--- config.mk ---
export PLATFORM = sky130hd
export DESIGN_NAME = clkout_gen
export DESIGN_NICKNAME = d
export VERILOG_FILES = /design/src/rtl/clkout_pkg.sv /design/src/rtl/clkout_seq.sv /design/src/rtl/clkout_dualedge.sv /design/src/rtl/clkout_chan.sv /design/src/rtl/clkout_gen.sv
export SDC_FILE = /design/constraint.sdc
export NUM_CORES = 1
export LEC_CHECK = 0
export BUFFER_PORTS_ARGS = -buffer_cell sky130_fd_sc_hd__buf_2
export CAP_MARGIN = 20
export CORE_MARGIN = 4
export CORE_UTILIZATION = 52
export DETAILED_ROUTE_END_ITERATION = 16
export PLACE_DENSITY = 0.78
export SLEW_MARGIN = 20
export SYNTH_ARGS = -nofsm -noshare
export SYNTH_HDL_FRONTEND = slang
export SYNTH_SLANG_ARGS = --single-unit
export TNS_END_PERCENT = 30
--- constraint.sdc ---
create_clock -name clk -period 2.8 [get_ports clk]
set_input_delay 0.14 -clock clk [delete_from_list [all_inputs] [get_ports clk]]
set_output_delay 0.14 -clock clk [all_outputs]
set_load 0.02 [all_outputs]
--- src/rtl/clkout_pkg.sv ---
package clkout_pkg;

  // Ratios of the second channel, in oscillator cycles (integer) or half-cycles (fractional)
  parameter int unsigned DIV_A       = 6;
  parameter int unsigned DIV_B       = 12;
  parameter int unsigned DIV_C       = 10;
  parameter int unsigned FRAC_HALVES = 15;

  localparam int unsigned MAX_LAST = FRAC_HALVES - 1;
  localparam int unsigned CNT_W    = $clog2(MAX_LAST + 1);

  typedef logic [CNT_W-1:0] cnt_t;

  // Waveform value for the two halves of one oscillator cycle
  typedef struct packed {
    logic even;  // half after the rising edge
    logic odd;   // half after the falling edge
  } slot_t;

  typedef enum logic [1:0] {
    SEL_FRAC = 2'b00,
    SEL_A    = 2'b01,
    SEL_B    = 2'b10,
    SEL_C    = 2'b11
  } ck2_sel_e;

  // Last counter value of a pattern; a fractional pattern spans two periods
  function automatic cnt_t pattern_last(input bit fast, input logic [1:0] sel);
    if (fast) begin
      return sel[0] ? cnt_t'(1) : cnt_t'(0);
    end
    case (ck2_sel_e'(sel))
      SEL_FRAC: return cnt_t'(FRAC_HALVES - 1);
      SEL_A:    return cnt_t'(DIV_A - 1);
      SEL_B:    return cnt_t'(DIV_B - 1);
      default:  return cnt_t'(DIV_C - 1);
    endcase
  endfunction

  function automatic slot_t slot_bits(input bit fast, input logic [1:0] sel, input cnt_t cnt);
    slot_t       s;
    int unsigned cv;
    int unsigned h;
    int unsigned n;
    cv = 32'(cnt);
    if (fast) begin
      if (!sel[0]) s = '{even: 1'b1, odd: 1'b0};
      else         s = (cv == 0) ? '{even: 1'b1, odd: 1'b1} : '{even: 1'b0, odd: 1'b0};
    end else if (ck2_sel_e'(sel) == SEL_FRAC) begin
      h = 2 * cv;
      s.even = ((h % FRAC_HALVES) < (FRAC_HALVES / 2));
      s.odd  = (((h + 1) % FRAC_HALVES) < (FRAC_HALVES / 2));
    end else begin
      n = 32'(pattern_last(fast, sel)) + 1;
      s.even = (cv < n / 2);
      s.odd  = (cv < n / 2);
    end
    return s;
  endfunction

endpackage

--- src/rtl/clkout_seq.sv ---
module clkout_seq
  import clkout_pkg::*;
#(
  parameter bit FAST = 1'b0
) (
  input  logic       clk,
  input  logic       rst,
  input  logic       en,
  input  logic [1:0] sel,
  output slot_t      slot
);

  logic       act_en;
  logic [1:0] act_sel;
  cnt_t       cnt;
  logic       at_end;

  // New settings are taken only when idle or on the final (low) cycle of a pattern
  assign at_end = !act_en || (cnt == pattern_last(FAST, act_sel));

  always_ff @(posedge clk) begin
    if (rst) begin
      act_en  <= 1'b0;
      act_sel <= 2'b00;
      cnt     <= '0;
    end else if (at_end) begin
      act_en  <= en;
      act_sel <= sel;
      cnt     <= '0;
    end else begin
      cnt <= cnt + cnt_t'(1);
    end
  end

  always_comb begin
    slot = act_en ? slot_bits(FAST, act_sel, cnt) : '0;
  end

endmodule

--- src/rtl/clkout_dualedge.sv ---
module clkout_dualedge
  import clkout_pkg::*;
(
  input  logic  clk,
  input  logic  rst,
  input  slot_t slot,
  output logic  pin
);

  logic pos_q;
  logic neg_q;
  logic odd_q;

  // Each flop flips only on its own edge, so the XOR never sees two inputs move at once
  always_ff @(posedge clk) begin
    if (rst) begin
      pos_q <= 1'b0;
      odd_q <= 1'b0;
    end else begin
      pos_q <= slot.even ^ neg_q;
      odd_q <= slot.odd;
    end
  end

  always_ff @(negedge clk) begin
    if (rst) neg_q <= 1'b0;
    else     neg_q <= odd_q ^ pos_q;
  end

  assign pin = pos_q ^ neg_q;

endmodule

--- src/rtl/clkout_chan.sv ---
module clkout_chan
  import clkout_pkg::*;
#(
  parameter bit FAST = 1'b0
) (
  input  logic       clk,
  input  logic       rst,
  input  logic       en,
  input  logic [1:0] sel,
  output logic       pin
);

  slot_t slot;

  clkout_seq #(.FAST(FAST)) u_seq (
    .clk  (clk),
    .rst  (rst),
    .en   (en),
    .sel  (sel),
    .slot (slot)
  );

  clkout_dualedge u_out (
    .clk  (clk),
    .rst  (rst),
    .slot (slot),
    .pin  (pin)
  );

endmodule

--- src/rtl/clkout_gen.sv ---
module clkout_gen (
  input  logic       clk,
  input  logic       rst,
  input  logic       ck1_en,
  input  logic       ck1_div2,
  input  logic       ck2_en,
  input  logic [1:0] ck2_sel,
  output logic       ck1_out,
  output logic       ck2_out
);

  localparam int unsigned NUM_CH = 2;

  logic [NUM_CH-1:0]      en_v;
  logic [NUM_CH-1:0][1:0] sel_v;
  logic [NUM_CH-1:0]      pin_v;

  assign en_v  = {ck2_en, ck1_en};
  assign sel_v = {ck2_sel, {1'b0, ck1_div2}};

  for (genvar g = 0; g < NUM_CH; g++) begin : g_ch
    clkout_chan #(.FAST(g == 0)) u_ch (
      .clk (clk),
      .rst (rst),
      .en  (en_v[g]),
      .sel (sel_v[g]),
      .pin (pin_v[g])
    );
  end

  assign ck1_out = pin_v[0];
  assign ck2_out = pin_v[1];

endmodule

# --- Word-level counts from Yosys, hierarchy flattened ---
# Index checks and enable logic that the tools add are counted.
word_totals:
  ff_bits: 19
  inputBits: 7
  out_inout_bits: 2
  wordCells: 53
classes:
  addsub: 4
  n_div: 2
  magnitude_cmp: 3
  eq_ne: 4
  muxes: 9
  n_bitwise: 9
  reduce_logical: 10
ops:
  columns: ["op", "count"]
  rows:
  - ["$lt A32 B3 Y1 const B", 2]
  - ["$mod A32 B4 Y32 const B", 1]
  - ["$mod A5 B4 Y32 const B", 1]
  - ["$pmux W4 S3", 1]
  - ["$mux W2", 5]
  - ["$add A4 B1 Y4 const B", 2]
  - ["$pmux W4 S2", 1]
  - ["$add A5 B1 Y6 const B", 1]
  - ["$reduce_or A2 Y1", 3]
  - ["$xor A1 B1 Y1", 6]
  - ["$add A4 B1 Y5 const B", 1]
  - ["$eq A4 B1 Y1", 1]
  - ["$eq A4 B4 Y1", 1]
  - ["$logic_not A4 Y1", 1]
  - ["$lt A4 B4 Y1", 1]
  - ["$mux W4", 1]
  - ["$not A1 Y1", 3]
  - ["$reduce_or A3 Y1", 1]
  - ["$eq A2 B1 Y1 const B", 1]
  - ["$eq A2 B2 Y1 const B", 1]
  - ["$logic_not A1 Y1", 2]
  - ["$logic_not A2 Y1", 1]
  - ["$logic_or A1 B1 Y1", 2]
  - ["$mux W1", 1]

# --- Depth between registers and ports, before layout ---
# Gate-level depths: netlist of the first run.
logic_depth:
  ltp_word: 8
  ltp_mapped: 11
  ltp_nobuf: 10

# --- Cells and area by module ---
# Synthesis of the first run repeated with hierarchy kept, for this count alone.
unflattened:
  hier_cells: 141
  hier_area_um2: 1222.4
by_module_without_submodules:
  columns: ["module", "n_inst", "cells_per_inst", "area_per_inst_um2", "seq_area_each_um2"]
  rows:
  - ["clkout_seq at g_ch[1].u_ch.u_seq", 1, 84, 716.9, 140.1]
  - ["clkout_seq at g_ch[0].u_ch.u_seq", 1, 36, 294.0, 120.1]
  - ["clkout_dualedge", 2, 10, 103.8, 60.1]
  - ["clkout_gen", 1, 1, 3.8, 0.0]

==> qor.yml, run 1 <==
outcome:
  run_status: "complete, no violations"
place:
  post-dp-hpwl_um: 1460
  numPortBuffers: 8
  placed_cells: 159
  place.gp.congestion: 0.788
clock_tree:
  cts_setup_buffers: 0
  cts_buffer_depth: 2
  clkLatencyLatePin_ns: 0.34
  htreeDepth: 1
  cts_root_buffer: "clkbuf_4"
  cts_made_buffers: 3
  cts_sinks: 19
  cts_tree: "yes"
  cts.clk_slew.worst_paths_ns: 0.12
floorplan:
  rows: 16
  die-area_sq_mm: 0.00300
  initial_core_util: 0.562
  die_h_um: 54.7
  core-area_sq_mm: 0.00202
  die_width_um: 54.7
  ios: 9
detailed_routing:
  wl_per_cell_um: 11.6
  met2_length_um: 941
  ant_nets: 0
  via_per_inst: 5.06
  highest_layer: "met3"
  drt-met1-wl_um: 910
  met3_length_um: 44
  vias: 830
  drc: 0
  firstDrtPassIters: 4
  drt-total-wl_um: 1900
  drt_first_iter_violations: 16
finish:
  nNetsFinal: 160
  drive_gt1_frac: 0.139
  num_antenna_cells: 0
  area_delta_synth_final_pct: 11.1
  layout.cells.non_filler: 164
global_route:
  grt_pass1_vias: 829
  track_usage: 0.153
  grt-ovfl-total: 0
  grt_max_degree: 15
  grt_pass1_wl_um: 3390
  antenna_found_initial: 0
synth:
  yosys-top-cells-count: "19 x dfxtp_1, 15 x ha_1, 13 x nor2_1"
  yosysMostFrequentCell: "dfxtp_1"
  async_reset_ff_frac: 0
  synth_cells: 125
  synth_edf_count: 0
  synth.avg_cell_area_sq_um: 9.09
  yosys_warnings: 0
  ys_top_cells_by_area: "dfxtp_1 33%, ha_1 17%, xnor2_1 6.9%"
  synth_nets: 147
  synth_top_area_share: 0.335
  synth_area_sq_mm: 0.00114
  synthDistinctLibCells: 30
  synth-seq-cells: 19
  synth-seq-area-share: 0.335
  synth_top_area_cell: "dfxtp_1"
  synth_top_flop_cell: "dfxtp_1"
power_and_ir_drop:
  p_per_area_mw_per_mm2: 466
  ir_worst_vdd_v: 0.000365
  p_leak_uw: 0.000598
timing:
  max_slew_margin: 0.555
  tns_ns: 0
  finalHoldViolCount: 0
  drv_slew: 0
  worst_slew_pin_slew_ns: 0.659
  fin_skew_ns: 0.0571
  finalSetupViolCount: 0
  rsz0062_at_grt: "false"
worst_setup_path:
  worstSetupPathType: "flop to primary output"
  slowest_stage: "dfxtp_1"
  cpPeakStageDelay_ns: 0.37
  worstSetupEndpointType: "primary output"
  cp.arrival_ns: 2.46
  start_kind: "flop"
  path_cells: "xor2_1 -> buf_2"
  crit_path_max_fanout: 4
  worst_ep_required_time_ns: 2.66
hold_path:
  hp-class: "input port to flop"
flow_run:
  drv_cap: 0
==> cells by family after synthesis <==
family / Yosys count / share of synthesized area
flops: 19 / 0.335
fa+ha+maj: 15 / 0.165
simple gates: 46 / 0.218
compound gates: 14 / 0.0925
mux: 6 / 0.0529
buf+inv: 13 / 0.0440
xor+xnor: 12 / 0.0925
==> sequential cells by signal (all words and copies together) (netlist names) <==
signal / flops
g_ch.u_ch.u_seq.act_sel: 3
g_ch.u_ch.u_seq.cnt: 8
g_ch.u_ch.u_out.pos_q: 2
g_ch.u_ch.u_out.neg_q: 2
g_ch.u_ch.u_out.odd_q: 2
g_ch.u_ch.u_seq.act_en: 2
==> layer usage <==
metal,vias to the layer above,track usage
met5,-,0
met4,0,0.0373
met3,0,0.0191
met2,10,0.274
met1,378,0.191
li1,442,-
==> critical path, delay by kind of cell (launching register included) <==
kind / cells / cell delay [ns]
xor+xnor: 1 / 0.17
flops: 1 / 0.37
buf+inv: 1 / 0.19
==> power breakdown <==
group | switching, uW | internal (uW)
logic | 47.4 | 40.6
registers | 13.3 | 285
clock network | 90.1 | 112
==> final cells by class <==
type,count,area (sq um)
clock buffers,4,47.5
clock inverters,2,7.51
fillers,176,759
inverters,10,37.5
multi-input cells,93,708
flip-flops and latches,19,380
well taps,27,33.8
repair buffers,9,47.5
==> through the flow <==
step	cell area (sq um)	hold WS [ns]	utilization	setup WS, ns	power, uW
3_3_place_gp	1210	0.373	0.598	0.337	394
2_1_floorplan	1140	0.274	-	0.347	373
4_1_cts	1260	0.0589	0.623	0.195	594
3_5_place_dp	1210	0.375	0.598	0.238	398
5_1_grt	1260	0.0577	0.624	0.0144	622
6_report	1260	0.0630	0.624	0.200	589
==> worst paths after layout <==
path                                              startpoint  cells after the start                                endpoint  slack [ns]
setup / recovery         g_ch[1].u_ch.u_out.neg_q$_SDFF_NP0_                      2                                 ck2_out        0.20
hold / removal                                        ck2_en                      2  g_ch[1].u_ch.u_seq.act_en$_SDFFE_PP0P_        0.06
setup reg to reg        g_ch[1].u_ch.u_seq.cnt[0]$_SDFF_PP0_                     10     g_ch[1].u_ch.u_out.pos_q$_SDFF_PP0_        0.25
hold reg to reg   g_ch[0].u_ch.u_seq.act_sel[0]$_SDFFE_PP0P_                      2     g_ch[0].u_ch.u_out.odd_q$_SDFF_PP0_        0.50
==> cells in the final DEF, fill, tap and decap left out <==
| cell | Yosys | routed |
|---|---|---|
| o311a_1 | 1 | 1 |
| and3_1 | 1 | 1 |
| o21ai_0 | 4 | 4 |
| inv_1 | 11 | 12 |
| nand2b_1 | 7 | 7 |
| xor2_1 | 3 | 3 |
| o21a_1 | 1 | 1 |
| ha_1 | 15 | 14 |
| o41ai_1 | 2 | 2 |
| a21boi_0 | 1 | 1 |
| clkbuf_4 | 0 | 3 |
| mux2i_1 | 6 | 6 |
| xnor2_1 | 9 | 9 |
| and2_1 | 3 | 3 |
| dfxtp_1 | 19 | 19 |
| a21oi_1 | 2 | 2 |
| buf_2 | 0 | 8 |
| or2_2 | 2 | 2 |
| nor4_1 | 3 | 3 |
| nand2_1 | 3 | 3 |
| a2111oi_2 | 1 | 1 |
| a211oi_1 | 1 | 1 |
| or3_1 | 3 | 3 |
| o21ba_2 | 1 | 1 |
| or3b_2 | 1 | 1 |
| nand3_1 | 3 | 3 |
| buf_4 | 0 | 1 |
| ha_2 | 0 | 1 |
| and3b_1 | 1 | 1 |
| nor2b_1 | 5 | 5 |
| nor3_1 | 1 | 1 |
| clkbuf_16 | 0 | 1 |
| nor2_1 | 13 | 13 |
==> what timing repair did <==
action,in CTS,in global routing
hold buffers,0,0
gates resized for setup,0,1
endpoints found under the setup margin,0,1
No activity file was read; power rests on OpenSTA's default activity.
==> inputs of run 2 (changes only) <==
- ABC_AREA: unset -> 1
==> run 2 against run 1 <==
Effect of this change: clock skew is 0.0021 ns lower; first-iteration DRC count is 25% lower; design area is 2.7% lower; largest power group unchanged.
==> qor.yml, run 2 <==
finish:
  layout_common_cells: "26 x nand2_1, 22 x inv_1, 20 x nor2_1"
  num-fill-cells: 175
  reg_top3: "g_ch.u_ch.u_seq.cnt (8), g_ch.u_ch.u_seq.act_sel (3)"
  regMostFlops: "g_ch.u_ch.u_seq.cnt"
  regArea_sq_um: 380
  largest_reg_flops: 8
  drive_gt1_frac: 0.120
  fin_area_sq_mm: 0.00123
  nNetsFinal: 181
  layout.cells.non_filler: 185
  multi_input_area_sq_um: 628
  num_antenna_cells: 0
  area_delta_synth_final_pct: 11.8
  final_common_cell: "nand2_1"
detailed_routing:
  ant_nets: 0
  vias: 864
  drc: 0
  wl_per_cell_um: 9.82
  firstDrtPassIters: 4
  via_per_inst: 4.67
  drt-total-wl_um: 1820
  drt_first_iter_violations: 12
synth:
  synth_top_area_cell: "dfxtp_1"
  synth-seq-area-share: 0.346
  yosys-top-cells-count: "26 x nand2_1, 21 x inv_1, 20 x nor2_1"
  synth_top_area_share: 0.346
  yosysMostFrequentCell: "nand2_1"
  synth_compound_gate_area_share: 0.0797
  synthDistinctLibCells: 20
  synthSimpleGateAreaFrac: 0.241
  synth_area_sq_mm: 0.00110
  ys_top_cells_by_area: "dfxtp_1 35%, ha_1 17%, nand2_1 8.9%"
  synth_cells: 145
  synth_xor_area_frac: 0.0797
  yosys-mux-area-fraction: 0
  synth_fa_ha_area_frac: 0.171
  synth_top_flop_cell: "dfxtp_1"
  synth-seq-cells: 19
  synth_top_family_by_area: "simple AND/OR/NAND/NOR gates"
  synth_nets: 167
  synth_edf_count: 0
  synth.avg_cell_area_sq_um: 7.58
  async_reset_ff_frac: 0
  yosys_warnings: 0
clock_tree:
  cts_resized: 0
  cts_sinks: 19
  clkLatencyLatePin_ns: 0.35
  cts_buffer_depth: 2
  cts_made_buffers: 3
  htreeDepth: 1
  cts_tree: "yes"
  cts.clk_slew.worst_paths_ns: 0.11
  hold_buffers: 0
  cts_setup_buffers: 0
  cts_root_buffer: "clkbuf_4"
power_and_ir_drop:
  combinationalPowerShare: 0.142
  seqPwrFrac: 0.478
  p_sw_uw: 155
  p_per_area_mw_per_mm2: 510
  clock_power_share: 0.380
  p_leak_uw: 0.000620
  ir_worst_vdd_v: 0.000437
  p_int_uw: 472
  p_sw_frac: 0.247
place:
  place.gp.congestion: 0.767
  placed_cells: 180
  post-dp-hpwl_um: 1460
  placed_area_sq_mm: 0.00117
  numPortBuffers: 8
floorplan:
  core-area_sq_mm: 0.00198
  rows: 16
  ios: 9
  initial_core_util: 0.554
  die-area_sq_mm: 0.00291
  die_width_um: 54.0
  die_h_um: 54.0
timing:
  finalHoldViolCount: 0
  fin_skew_ns: 0.0550
  max_slew_margin: 0.794
  rsz0062_at_grt: "false"
  worst_slew_pin_slew_ns: 0.307
  tns_ns: 0
  finalSetupViolCount: 0
  drv_slew: 0
hold_path:
  hp-class: "input port to flop"
global_route:
  grtUsageMet1: 0.181
  use_met3: 0.0416
  grt-ovfl-total: 0
  track_usage: 0.158
  grt_pass1_wl_um: 3320
  grt_use_met2: 0.280
  grt_max_degree: 12
  busiest_layer: "met2"
  antenna_found_initial: 0
  grt_pass1_vias: 819
flow_run:
  drv_cap: 0
outcome:
  run_status: "complete, no violations"
worst_setup_path:
  cpPeakStageDelay_ns: 0.36
  worstSetupPathType: "flop to primary output"
  worstSetupEndpointType: "primary output"
  critPathBufInv: 1
  critPathTopFamily: "flip-flops"
  start_kind: "flop"
  slowest_stage: "dfxtp_1"
  worst_ep_required_time_ns: 2.66
  cp.arrival_ns: 2.42
  crit_path_max_fanout: 3
  path_cells: "xor2_1 -> buf_2"
[run 2: logic make-up (layout without fill, tap and decap cells)]
| logic type | Yosys count | count (layout) |
|---|---|---|
| compound gates | 16 | 16 |
| xor+xnor | 10 | 10 |
| fa+ha+maj | 15 | 15 |
| buf+inv | 24 | 37 |
| flops | 19 | 19 |
| simple gates | 61 | 61 |
[run 2: stage by stage]
stage	total power, uW	utilization	setup WS, ns	hold slack [ns]
floorplan	379	-	0.556	0.217
global placement	399	0.592	0.520	0.335
detailed placement	402	0.592	0.402	0.344
CTS	635	0.620	0.230	0.0254
global route	665	0.620	0.119	0.0408
finish	627	0.620	0.245	0.0312
[run 2: path summary, 6_finish.rpt]
path	startpoint	endpoint	slack (ns)	cells past startpoint
hold reg to reg	g_ch[0].u_ch.u_seq.cnt[0]$_SDFF_PP0_	g_ch[0].u_ch.u_seq.cnt[0]$_SDFF_PP0_	0.49	1
setup reg to reg	g_ch[1].u_ch.u_seq.cnt[2]$_SDFF_PP0_	g_ch[1].u_ch.u_out.pos_q$_SDFF_PP0_	0.42	16
hold / removal	ck1_en	g_ch[0].u_ch.u_seq.act_en$_SDFFE_PP0P_	0.03	3
setup / recovery	g_ch[1].u_ch.u_out.neg_q$_SDFF_NP0_	ck2_out	0.24	2
[run 2: power by group through the flow]
stage	clock, uW	combinational, uW	sequential (uW)
after detailed placement	6.71	89.2	306
after global placement	6.71	87.0	305
after CTS	245	90.4	300
after global routing	260	103	302
after floorplan	6.71	69.1	303
final	238	89.2	300
[run 2: area by class of cell]
type                       instances  area share
clock buffer                       3      0.0183
clock inverter                     3      0.0305
inverter                          23      0.0703
multi-input combinational        102       0.511
sequential                        19       0.310
tap                               27      0.0275
timing repair buffer               8      0.0326
[run 2: per-layer routing]
metal	wire length [um]	share of wire
met3	64	0.035
met4	13	0.0072
met5	0	0
met2	893	0.49
met1	845	0.47
[run 2: worst register-to-register path, delay by kind of cell, from the launching register on]
kind                       cells  cell delay (ns)
and+or+nand+nor                7             0.59
AOI/OAI and AO/OA              2             0.26
adders and majority gates      3             0.65
DFF                            1             0.49
buffers and inverters          4             0.32
